[config.mk]
export PLATFORM = sky130hd
export DESIGN_NAME = spi_regwr_slave
export DESIGN_NICKNAME = d
export VERILOG_FILES = /design/src/rtl/spi_regwr_pkg.sv /design/src/rtl/spi_regwr_sync.sv /design/src/rtl/spi_regwr_edge.sv /design/src/rtl/spi_regwr_framer.sv /design/src/rtl/spi_regwr_slave.sv
export SDC_FILE = /design/constraint.sdc
export NUM_CORES = 1
export LEC_CHECK = 0
export ABC_AREA = 1
export CORE_ASPECT_RATIO = 1.4
export CORE_MARGIN = 2
export CORE_UTILIZATION = 50
export DETAILED_ROUTE_END_ITERATION = 12
export HOLD_SLACK_MARGIN = 0.12
export PLACE_DENSITY = 0.8
export SLEW_MARGIN = 20
export SYNTH_ARGS = -nofsm -noshare
export SYNTH_HDL_FRONTEND = slang
export SYNTH_SLANG_ARGS = --single-unit
export TNS_END_PERCENT = 20
[constraint.sdc]
create_clock -name clk -period 3.57 [get_ports clk]
set_input_delay 0.714 -clock clk [delete_from_list [all_inputs] [get_ports clk]]
set_output_delay 0.714 -clock clk [all_outputs]
set_load 0.05 [all_outputs]
[src/rtl/spi_regwr_pkg.sv]
package spi_regwr_pkg;

   localparam int SYNC_MIN = 2;

   typedef enum logic {
      FR_ARMED = 1'b0,
      FR_HOLD  = 1'b1
   } fr_state_t;

endpackage

[src/rtl/spi_regwr_sync.sv]
module spi_regwr_sync #(
   parameter int   STAGES  = 2,
   parameter logic RST_VAL = 1'b0
) (
   input  logic clk,
   input  logic rst,
   input  logic d_i,
   output logic q_o
);
   logic [STAGES-1:0] chain;

   always_ff @(posedge clk) begin
      if (rst) chain <= {STAGES{RST_VAL}};
      else     chain <= {chain[STAGES-2:0], d_i};
   end

   assign q_o = chain[STAGES-1];
endmodule

[src/rtl/spi_regwr_edge.sv]
module spi_regwr_edge (
   input  logic clk,
   input  logic rst,
   input  logic lvl_i,
   output logic rise_o
);
   logic prev;

   always_ff @(posedge clk) begin
      if (rst) prev <= 1'b0;
      else     prev <= lvl_i;
   end

   assign rise_o = lvl_i & ~prev;
endmodule

[src/rtl/spi_regwr_framer.sv]
module spi_regwr_framer
   import spi_regwr_pkg::*;
#(
   parameter int ADDR_W = 8,
   parameter int DATA_W = 24,
   localparam int FRAME_W = ADDR_W + DATA_W,
   localparam int CNT_W   = $clog2(FRAME_W)
) (
   input  logic              clk,
   input  logic              rst,
   input  logic              sel_i,
   input  logic              rise_i,
   input  logic              bit_i,
   output logic [ADDR_W-1:0] addr_o,
   output logic [DATA_W-1:0] data_o,
   output logic              valid_o,
   output logic [CNT_W-1:0]  cnt_o
);
   localparam logic [CNT_W-1:0] LAST = CNT_W'(FRAME_W - 1);

   fr_state_t          state;
   logic [FRAME_W-1:0] shreg;
   logic [FRAME_W-1:0] shreg_nxt;
   logic [CNT_W-1:0]   cnt;

   assign shreg_nxt = {shreg[FRAME_W-2:0], bit_i};

   always_ff @(posedge clk) begin
      if (rst) begin
         state   <= FR_ARMED;
         shreg   <= '0;
         cnt     <= '0;
         valid_o <= 1'b0;
         addr_o  <= '0;
         data_o  <= '0;
      end else begin
         valid_o <= 1'b0;
         if (!sel_i) begin
            state <= FR_ARMED;
            cnt   <= '0;
         end else if (state == FR_ARMED && rise_i) begin
            shreg <= shreg_nxt;
            if (cnt == LAST) begin
               addr_o  <= shreg_nxt[FRAME_W-1 -: ADDR_W];
               data_o  <= shreg_nxt[DATA_W-1:0];
               valid_o <= 1'b1;
               state   <= FR_HOLD;
               cnt     <= '0;
            end else begin
               cnt <= cnt + 1'b1;
            end
         end
      end
   end

   assign cnt_o = cnt;
endmodule

[src/rtl/spi_regwr_slave.sv]
module spi_regwr_slave
   import spi_regwr_pkg::*;
#(
   parameter int ADDR_W      = 8,
   parameter int DATA_W      = 24,
   parameter int SYNC_STAGES = 2,
   localparam int FRAME_W = ADDR_W + DATA_W,
   localparam int CNT_W   = $clog2(FRAME_W)
) (
   input  logic              clk,
   input  logic              rst,
   input  logic              sclk_i,
   input  logic              sdi_i,
   input  logic              sel_n_i,
   output logic [ADDR_W-1:0] wr_addr_o,
   output logic [DATA_W-1:0] wr_data_o,
   output logic              wr_valid_o
);
   if (SYNC_STAGES < SYNC_MIN) begin : g_bad_sync
      $error("SYNC_STAGES must be at least 2");
   end
   if (ADDR_W < 1 || DATA_W < 1) begin : g_bad_width
      $error("field widths must be positive");
   end

   localparam int        NLINES   = 3;
   localparam logic [2:0] IDLE_LVL = 3'b100;

   logic [NLINES-1:0] raw;
   logic [NLINES-1:0] synced;
   logic              sclk_rise;
   logic              sel_active;
   logic [CNT_W-1:0]  bit_cnt;

   assign raw = {sel_n_i, sdi_i, sclk_i};

   for (genvar g = 0; g < NLINES; g++) begin : g_sync
      spi_regwr_sync #(
         .STAGES (SYNC_STAGES),
         .RST_VAL(IDLE_LVL[g])
      ) u_sync (
         .clk(clk),
         .rst(rst),
         .d_i(raw[g]),
         .q_o(synced[g])
      );
   end

   assign sel_active = ~synced[2];

   spi_regwr_edge u_edge (
      .clk   (clk),
      .rst   (rst),
      .lvl_i (synced[0]),
      .rise_o(sclk_rise)
   );

   spi_regwr_framer #(
      .ADDR_W(ADDR_W),
      .DATA_W(DATA_W)
   ) u_framer (
      .clk    (clk),
      .rst    (rst),
      .sel_i  (sel_active),
      .rise_i (sclk_rise),
      .bit_i  (synced[1]),
      .addr_o (wr_addr_o),
      .data_o (wr_data_o),
      .valid_o(wr_valid_o),
      .cnt_o  (bit_cnt)
   );
endmodule

==> impl_metrics.toml, run 1 <==
[min_path]
min_delay_path_depth = 2
min_path_type = "register to register"

[route]
wire_per_inst_microns = 10.3
post_drt_via_cell_ratio = 4.74
first_pass_iters = 4
post-route-drc-count = 0
vias = 2441
wl_microns = 5280
drtIter0Drc = 126
antenna_left = 0

[synth]
syn_inst = 411
synth_nets = 419
syn_area_sq_um = 2990
yosys_warnings = 0
yosysSeqAreaShare = 0.516
ys_types = 17
syn_avg_cell_area_sq_um = 7.27
synth_seq_cells = 77

[cts]
cts_htree_levels = 3
post_cts_buffers = 0
clock-sinks = 77
numCtsBuffers = 9
cts_tree = "built"
clk_pin_slew_ps = 80
ctsHoldBuffers = 0
cts-resized-gates = 0
clock-root-buffer = "clkbuf_8"
cts_buffer_depth = 2
clock_latency_ps = 340

[sta]
layout_min_cycle_time_ps = 2210
max_freq_ghz = 0.453
tns_ps = 0
hold_ws_ps = 406
final_max_slew_viol_count = 0
clock_skew_ps = 5.71
slew_headroom = 0.356
hold_violations = 0
setup_viol = 0
rsz0062_at_grt = "false"
worstMarginPinSlew_ps = 963
min_period_over_period = 0.618

[floorplanning]
coreArea_sq_um = 5820
die_y_microns = 95.5
die_area_sq_um = 6620
ios = 38
initial_core_util = 0.513
rows = 33
die_w_microns = 69.3

[critical_path]
start_kind = "register"
reg2regPathDepth = 8
slowest_stage = "clkdlybuf4s50_1"
path_class = "register to primary output"
cp_max_fo = 2
end_kind = "primary output"
cpPeakStageDelay_ps = 810
crit_path_cell_trace = "clkdlybuf4s50_1"
worst-path-buf-inv = 1
timing.critical_path.max_delay_family = "buffers and inverters"
cp.arrival_ps = 1490
cp_num_cells = 1
required_ps = 2860

[placed_design]
io_buffers = 37
dp.cells = 499
place_congestion = 0.789
dpl.hpwl_microns = 3240

[global_routing]
antenna_found_initial = 0
grt_max_degree = 49
grtUsageTotal = 0.173
grt.overflow.total = 0
grt_pass1_wl_microns = 9380
grt_pass1_vias = 2226

[outcome]
status = "finished, final reports clean"

[power]
power.total_mw = 1.64
powerDensity_nw_per_um2 = 458
ir_drop_v = 0.000243
leakage_nw = 1.36

[layout]
diodes = 0
nets = 448
synthToLayoutAreaGrowth_pct = 19.5
nFillCells = 549
layout-drive-gt1-share = 0.0517
final_cells = 515

[job]
drv_cap = 0
-- cell usage after synthesis --
master / instances / area share
o21ai_0: 6 / 0.010
buf_6: 3 / 0.011
ha_1: 3 / 0.013
and3_1: 1 / 0.0021
nand3_1: 36 / 0.060
buf_4: 3 / 0.0075
dfxtp_1: 77 / 0.52
or2_2: 2 / 0.0042
a21oi_1: 33 / 0.055
inv_1: 45 / 0.057
nor2_1: 80 / 0.10
nand2_2: 1 / 0.0021
buf_2: 6 / 0.010
nand2_1: 102 / 0.13
buf_1: 2 / 0.0025
clkbuf_1: 8 / 0.010
nor2_4: 3 / 0.011
-- through the flow --
stage,setup slack (ps),area (sq um),util
after floorplan,1980,2990,-
after global placement,1390,3350,0.575
after detailed placement,1350,3350,0.575
after CTS,1350,3570,0.614
after global routing,1170,3570,0.614
final,1360,3570,0.614
-- where the power goes --
| group | switching [mW] | internal, mW |
|---|---|---|
| registers | 0.00223 | 0.862 |
| clock network | 0.298 | 0.433 |
| logic | 0.0300 | 0.0125 |
-- worst paths after layout --
check / startpoint / to / slack (ps)
setup / recovery: u_framer.data_o[3]$_SDFFE_PP0P_ / wr_data_o[3] / 1360
hold / removal: g_sync[1].u_sync.chain[0]$_SDFF_PP0_ / g_sync[1].u_sync.chain[1]$_SDFF_PP0_ / 410
setup reg to reg: u_framer.cnt_o[1]$_SDFFE_PP0N_ / u_framer.data_o[0]$_SDFFE_PP0P_ / 1410
hold reg to reg: g_sync[1].u_sync.chain[0]$_SDFF_PP0_ / g_sync[1].u_sync.chain[1]$_SDFF_PP0_ / 410
-- state kept, by name (all words and copies together), names as in the netlist --
| signal | flops |
|---|---|
| g_sync.u_sync.chain | 6 |
| u_framer.cnt_o | 5 |
| u_framer.addr_o | 8 |
| u_edge.prev | 1 |
| u_framer.valid_o | 1 |
| u_framer.data_o | 24 |
| u_framer.state | 1 |
| u_framer.shreg | 31 |
-- per-layer routing --
| layer | part of all wire | global-route usage | vias up | wire (microns) |
|---|---|---|---|---|
| li1 | - | - | 1309 | - |
| met1 | 0.46 | 0.188 | 1077 | 2430 |
| met2 | 0.49 | 0.325 | 48 | 2580 |
| met3 | 0.035 | 0.0391 | 7 | 186 |
| met4 | 0.015 | 0.0735 | 0 | 79 |
| met5 | 0 | 0 | - | 0 |
-- cell usage in the layout, fill, tap and decap left out --
cell and count:
bufinv_16 2, clkbuf_1 2, nand3_1 36, o21ai_0 6, inv_1 45, ha_1 3, nor2_4 3, dfxtp_1 77
and3_1 1, clkbuf_8 11, buf_4 3, clkinvlp_4 1, nand2_1 102, nor2_1 80, clkdlybuf4s50_1 37, nand2_2 1
a21oi_1 33, or2_2 2
-- kinds of logic (layout without fill, tap and decap cells) --
logic type                 Yosys count  in the layout  synth area share
buffers and inverters               67            101            0.0979
and+or+nand+nor                    225            225             0.308
adders and majority gates            3              3            0.0126
DFF                                 77             77             0.516
AOI/OAI and AO/OA                   39             39            0.0653
-- cell type report --
class / count / area, sq um / share of cell area
multi-input cells: 267 / 1150 / 0.323
clock buffers: 13 / 159 / 0.0445
well taps: 70 / 87.6 / 0.0245
inverters: 45 / 169 / 0.0473
clock inverters: 3 / 67.6 / 0.0189
repair buffers: 40 / 393 / 0.110
flip-flops and latches: 77 / 1540 / 0.432
Note: power is estimated with default switching activity, not from simulation.
==> inputs of run 2 (changes only) <==
--- a/config.mk
+++ b/config.mk
@@ -8,10 +8,10 @@
 export ABC_AREA = 1
 export CORE_ASPECT_RATIO = 1.4
 export CORE_MARGIN = 2
-export CORE_UTILIZATION = 50
+export CORE_UTILIZATION = 49
 export DETAILED_ROUTE_END_ITERATION = 12
 export HOLD_SLACK_MARGIN = 0.12
-export PLACE_DENSITY = 0.8
+export PLACE_DENSITY = 0.82
 export SLEW_MARGIN = 20
 export SYNTH_ARGS = -nofsm -noshare
 export SYNTH_HDL_FRONTEND = slang
==> constraint.sdc (replaced) <==
create_clock -name clk -period 2 [get_ports clk]
set_input_delay 0.4 -clock clk [delete_from_list [all_inputs] [get_ports clk]]
set_output_delay 0.4 -clock clk [all_outputs]
set_load 0.05 [all_outputs]
==> impl_metrics.toml, run 2 (synthesis results as in run 1) <==
[job]
drv_cap = 0

[sta]
final_max_slew_viol_count = 0
tns_ps = 0
slew_headroom = 0.667
rsz0062_at_grt = "false"
min_period_over_period = 0.957
hold_violations = 0
clock_skew_ps = 10.4
layout_min_cycle_time_ps = 1910
worstMarginPinSlew_ps = 497
max_freq_ghz = 0.522
setup_viol = 0

[route]
first_pass_iters = 5
post-route-drc-count = 0
vias = 2518
wl_microns = 5390
drtIter0Drc = 127
wire_per_inst_microns = 10.3
post_drt_via_cell_ratio = 4.83
antenna_left = 0

[critical_path]
reg2reg_from = "u_framer.cnt_o[1]$_SDFFE_PP0N_"
cpPeakStageDelay_ps = 810
slowest_stage = "clkdlybuf4s50_1"
worst-path-buf-inv = 1
cp_num_cells = 1
r2r-end = "u_framer.data_o[23]$_SDFFE_PP0P_"
rrSetupSlack_ps = 340
reg2regPathDepth = 8
required_ps = 1600
crit_path_cell_trace = "clkdlybuf4s50_1"
start_kind = "register"
path_class = "register to primary output"
end_kind = "primary output"
cp_max_fo = 2
cp.arrival_ps = 1510
timing.critical_path.max_delay_family = "buffers and inverters"

[layout]
largest_reg_flops = 31
diodes = 0
seq_area_sq_um = 1540
synthToLayoutAreaGrowth_pct = 22.2
layout-drive-gt1-share = 0.0710
nFillCells = 531
multiInputGateArea_sq_um = 1160
nets = 454
layout_commonest_cell = "nand2_1"
top_register = "u_framer.shreg"
reg_top3 = "u_framer.shreg x31, u_framer.data_o x24, u_framer.addr_o x8"
utilization = 0.623
final_cell_mix = "nand2_1 (102), nor2_1 (80), dfxtp_1 (77), inv_1 (45), clkdlybuf4s50_1 (37)"

[floorplanning]
die_area_sq_um = 6750
ios = 38
rows = 33
die_y_microns = 96.4
coreArea_sq_um = 5860
die_w_microns = 70.0
initial_core_util = 0.510

[outcome]
status = "finished, final reports clean"

[global_routing]
grtUsageTotal = 0.167
grt_pass1_wl_microns = 8950
grt_pass1_vias = 2221
antenna_found_initial = 0
grt.overflow.total = 0
grt_max_degree = 49

[min_path]
min_path_type = "register to register"
worstHoldEndpoint = "g_sync[0].u_sync.chain[1]$_SDFF_PP0_"
min_delay_path_depth = 2
hold_start = "g_sync[0].u_sync.chain[0]$_SDFF_PP0_"

[placed_design]
place_congestion = 0.796
dpl.hpwl_microns = 3540
io_buffers = 37

[cts]
clock-root-buffer = "clkbuf_8"
cts_tree = "built"
clk_pin_slew_ps = 80
clock_latency_ps = 360
numCtsBuffers = 9
cts_buffer_depth = 2
ctsHoldBuffers = 0
clock-sinks = 77
cts_htree_levels = 3

[power]
powerDensity_nw_per_um2 = 810
ir_drop_v = 0.000428
power.total_mw = 2.96
leakage_nw = 1.40
## run 2: cell types whose count changed in the layout (fill, tap and decap cells not counted)
| cell | before | now |
|---|---|---|
| clkbuf_8 | 11 | 10 |
| inv_6 | 0 | 1 |
| clkbuf_1 | 2 | 0 |
| buf_12 | 0 | 2 |
| clkinv_4 | 0 | 2 |
| nand3_2 | 0 | 1 |
| buf_4 | 3 | 7 |
| nand3_1 | 36 | 35 |
## run 2: worst max path at each step
| stage | from | end |
|---|---|---|
| 2_1_floorplan | u_framer.cnt_o[0]$_SDFFE_PP0N_ | u_framer.addr_o[5]$_SDFFE_PP0P_ |
| 3_3_place_gp | u_framer.cnt_o[1]$_SDFFE_PP0N_ | u_framer.addr_o[5]$_SDFFE_PP0P_ |
| 3_5_place_dp | u_framer.cnt_o[1]$_SDFFE_PP0N_ | u_framer.addr_o[3]$_SDFFE_PP0P_ |
| 4_1_cts | u_framer.addr_o[4]$_SDFFE_PP0P_ | wr_addr_o[4] |
| 5_1_grt | u_framer.addr_o[4]$_SDFFE_PP0P_ | wr_addr_o[4] |
| 6_report | u_framer.addr_o[2]$_SDFFE_PP0P_ | wr_addr_o[2] |
## run 2: what timing repair did
item / 4_1_cts / 5_1_grt
gates resized for setup: 0 / 1
setup buffers: 0 / 0
setup endpoints to repair: 0 / 8
## run 2: per-layer routing
layer	up-vias	share of wire	track usage
met5	-	0	0
met4	0	0.027	0.112
met3	14	0.042	0.0405
met2	47	0.49	0.300
met1	1134	0.45	0.173
li1	1323	-	-
## run 2: layout make-up
cell class,count,share of cell area
flip-flops and latches,77,0.422
multi-input cells,267,0.318
repair buffers,46,0.127
inverters,45,0.0462
clock buffers,10,0.0377
clock inverters,6,0.0257
well taps,70,0.0240
## run 2: report_power, final
part | leakage [nW] | internal (mW) | switching (mW)
logic | 0.664 | 0.0285 | 0.0546
clock network | 0.113 | 0.745 | 0.587
registers | 0.621 | 1.54 | 0.00437
## run 2: stage by stage
| step | setup slack, ps | hold slack (ps) | std cells | instance area (sq um) |
|---|---|---|---|---|
| after floorplan | 410 | 388 | 411 | 2990 |
| after global placement | 306 | 393 | 505 | 3420 |
| after detailed placement | 200 | 395 | 505 | 3420 |
| after CTS | 66.2 | 401 | 521 | 3650 |
| after global routing | 30.7 | 445 | 521 | 3650 |
| final | 85.3 | 399 | 521 | 3650 |
==> inputs of run 3 (changes only) <==
--- a/config.mk
+++ b/config.mk
@@ -11,7 +11,7 @@
 export CORE_UTILIZATION = 49
 export DETAILED_ROUTE_END_ITERATION = 12
 export HOLD_SLACK_MARGIN = 0.12
-export PLACE_DENSITY = 0.82
+export PLACE_DENSITY_LB_ADDON = 0.2
 export SLEW_MARGIN = 20
 export SYNTH_ARGS = -nofsm -noshare
 export SYNTH_HDL_FRONTEND = slang
==> impl_metrics.toml, run 3 (synthesis results as in run 1) <==
[outcome]
status = "finished, final reports clean"

[power]
pwr-share-seq = 0.534
p_comb_frac = 0.029
ir_drop_v = 0.000634
leakage_nw = 1.40
intPower_mw = 2.30
power.total_mw = 2.89
powerDensity_nw_per_um2 = 794
swShare = 0.205
p_sw_uw = 594
p_clk_frac = 0.437

[cts]
cts_tree = "built"
cts_htree_levels = 3
clock-root-buffer = "clkbuf_8"
ctsHoldBuffers = 0
clock_latency_ps = 350
numCtsBuffers = 9
cts_buffer_depth = 2
cts-resized-gates = 0
post_cts_buffers = 0
clk_pin_slew_ps = 80
clock-sinks = 77

[sta]
slew_headroom = 0.667
layout_min_cycle_time_ps = 1890
hold_violations = 0
rsz0062_at_grt = "false"
tns_ps = 0
final_max_slew_viol_count = 0
setup_viol = 0
worstMarginPinSlew_ps = 498
clock_skew_ps = 10.0
min_period_over_period = 0.947
max_freq_ghz = 0.528

[layout]
synthToLayoutAreaGrowth_pct = 21.7
nets = 455
reg_top3 = "u_framer.shreg x31, u_framer.data_o x24, u_framer.addr_o x8"
fin_area_sq_um = 3640
largest_reg_flops = 31
top_register = "u_framer.shreg"
layout_commonest_cell = "nand2_1"
layout-drive-gt1-share = 0.0665
diodes = 0
final_cell_mix = "nand2_1 (102), nor2_1 (80), dfxtp_1 (77), inv_1 (45), clkdlybuf4s50_1 (37)"

[critical_path]
worst-path-buf-inv = 1
cp_max_fo = 2
start_kind = "register"
rrSetupSlack_ps = 370
reg2regPathDepth = 9
cp.arrival_ps = 1490
reg2reg_from = "u_framer.cnt_o[1]$_SDFFE_PP0N_"
end_kind = "primary output"
timing.critical_path.max_delay_family = "buffers and inverters"
r2r-end = "u_framer.data_o[9]$_SDFFE_PP0P_"
required_ps = 1600
cp_num_cells = 1
path_class = "register to primary output"
crit_path_cell_trace = "clkdlybuf4s50_1"
cpPeakStageDelay_ps = 800
slowest_stage = "clkdlybuf4s50_1"

[placed_design]
place_congestion = 0.790
placed_area_sq_um = 3420
io_buffers = 37
dpl.hpwl_microns = 3480

[floorplanning]
die_area_sq_um = 6750
die_w_microns = 70.0
coreArea_sq_um = 5860
rows = 33
initial_core_util = 0.510
ios = 38
die_y_microns = 96.4

[route]
wl_microns = 5440
post_drt_via_cell_ratio = 4.77
first_pass_iters = 4
drtIter0Drc = 115
wire_per_inst_microns = 10.4
vias = 2485
antenna_left = 0
post-route-drc-count = 0

[min_path]
hold_start = "g_sync[0].u_sync.chain[0]$_SDFF_PP0_"
worstHoldEndpoint = "g_sync[0].u_sync.chain[1]$_SDFF_PP0_"
min_delay_path_depth = 2
min_path_type = "register to register"

[global_routing]
grtUsageTotal = 0.176
grt.overflow.total = 0
grt_pass1_wl_microns = 9500
grt_max_degree = 49
antenna_found_initial = 0
grt_pass1_vias = 2291

[job]
drv_cap = 0
[run 3: cell types whose count changed in the layout (fill, tap and decap cells not counted)]
cell      previous run  this run
nand3_2              1         0
buf_4                7         8
clkbuf_1             0         1
inv_6                1         0
nand3_1             35        36
clkinv_2             0         1
clkinv_4             2         0
[run 3: power groups by stage]
stage / Clock [mW] / Combinational (mW) / Sequential (mW)
6_report: 1.26 / 0.0849 / 1.54
5_1_grt: 1.34 / 0.0957 / 1.54
4_1_cts: 1.28 / 0.0858 / 1.54
3_5_place_dp: 0 / 0.0854 / 1.58
3_3_place_gp: 0 / 0.0841 / 1.58
2_1_floorplan: 0 / 0.0573 / 1.58
[run 3: layer usage]
metal | vias to the layer above | global-route usage | share of wire
met2 | 47 | 0.315 | 0.49
li1 | 1323 | - | -
met3 | 17 | 0.0311 | 0.039
met5 | - | 0 | 0
met4 | 0 | 0.114 | 0.030
met1 | 1098 | 0.192 | 0.45
[run 3: worst max-delay path by stage]
stage	from	endpoint	slack [ps]
2_1_floorplan	u_framer.cnt_o[0]$_SDFFE_PP0N_	u_framer.addr_o[5]$_SDFFE_PP0P_	410
3_3_place_gp	u_framer.cnt_o[0]$_SDFFE_PP0N_	u_framer.addr_o[0]$_SDFFE_PP0P_	440
3_5_place_dp	u_framer.cnt_o[1]$_SDFFE_PP0N_	u_framer.data_o[9]$_SDFFE_PP0P_	370
4_1_cts	u_framer.data_o[22]$_SDFFE_PP0P_	wr_data_o[22]	90
5_1_grt	u_framer.data_o[20]$_SDFFE_PP0P_	wr_data_o[20]	60
6_report	u_framer.data_o[22]$_SDFFE_PP0P_	wr_data_o[22]	110
[run 3: layout make-up]
| type | count | area, sq um |
|---|---|---|
| Sequential cell | 77 | 1540 |
| Inverter | 45 | 169 |
| Clock buffer | 11 | 141 |
| Timing Repair Buffer | 47 | 470 |
| Fill cell | 562 | 2230 |
| Multi-Input combinational cell | 267 | 1150 |
| Tap cell | 70 | 87.6 |
| Clock inverter | 4 | 72.6 |
[run 3: stage by stage]
step | setup slack [ps] | std cells | hold WS (ps) | util
detailed placement | 373 | 506 | 396 | 0.584
global route | 63.9 | 521 | 430 | 0.620
global placement | 436 | 506 | 389 | 0.584
finish | 106 | 521 | 404 | 0.620
CTS | 88.4 | 521 | 406 | 0.620
floorplan | 410 | 411 | 388 | -
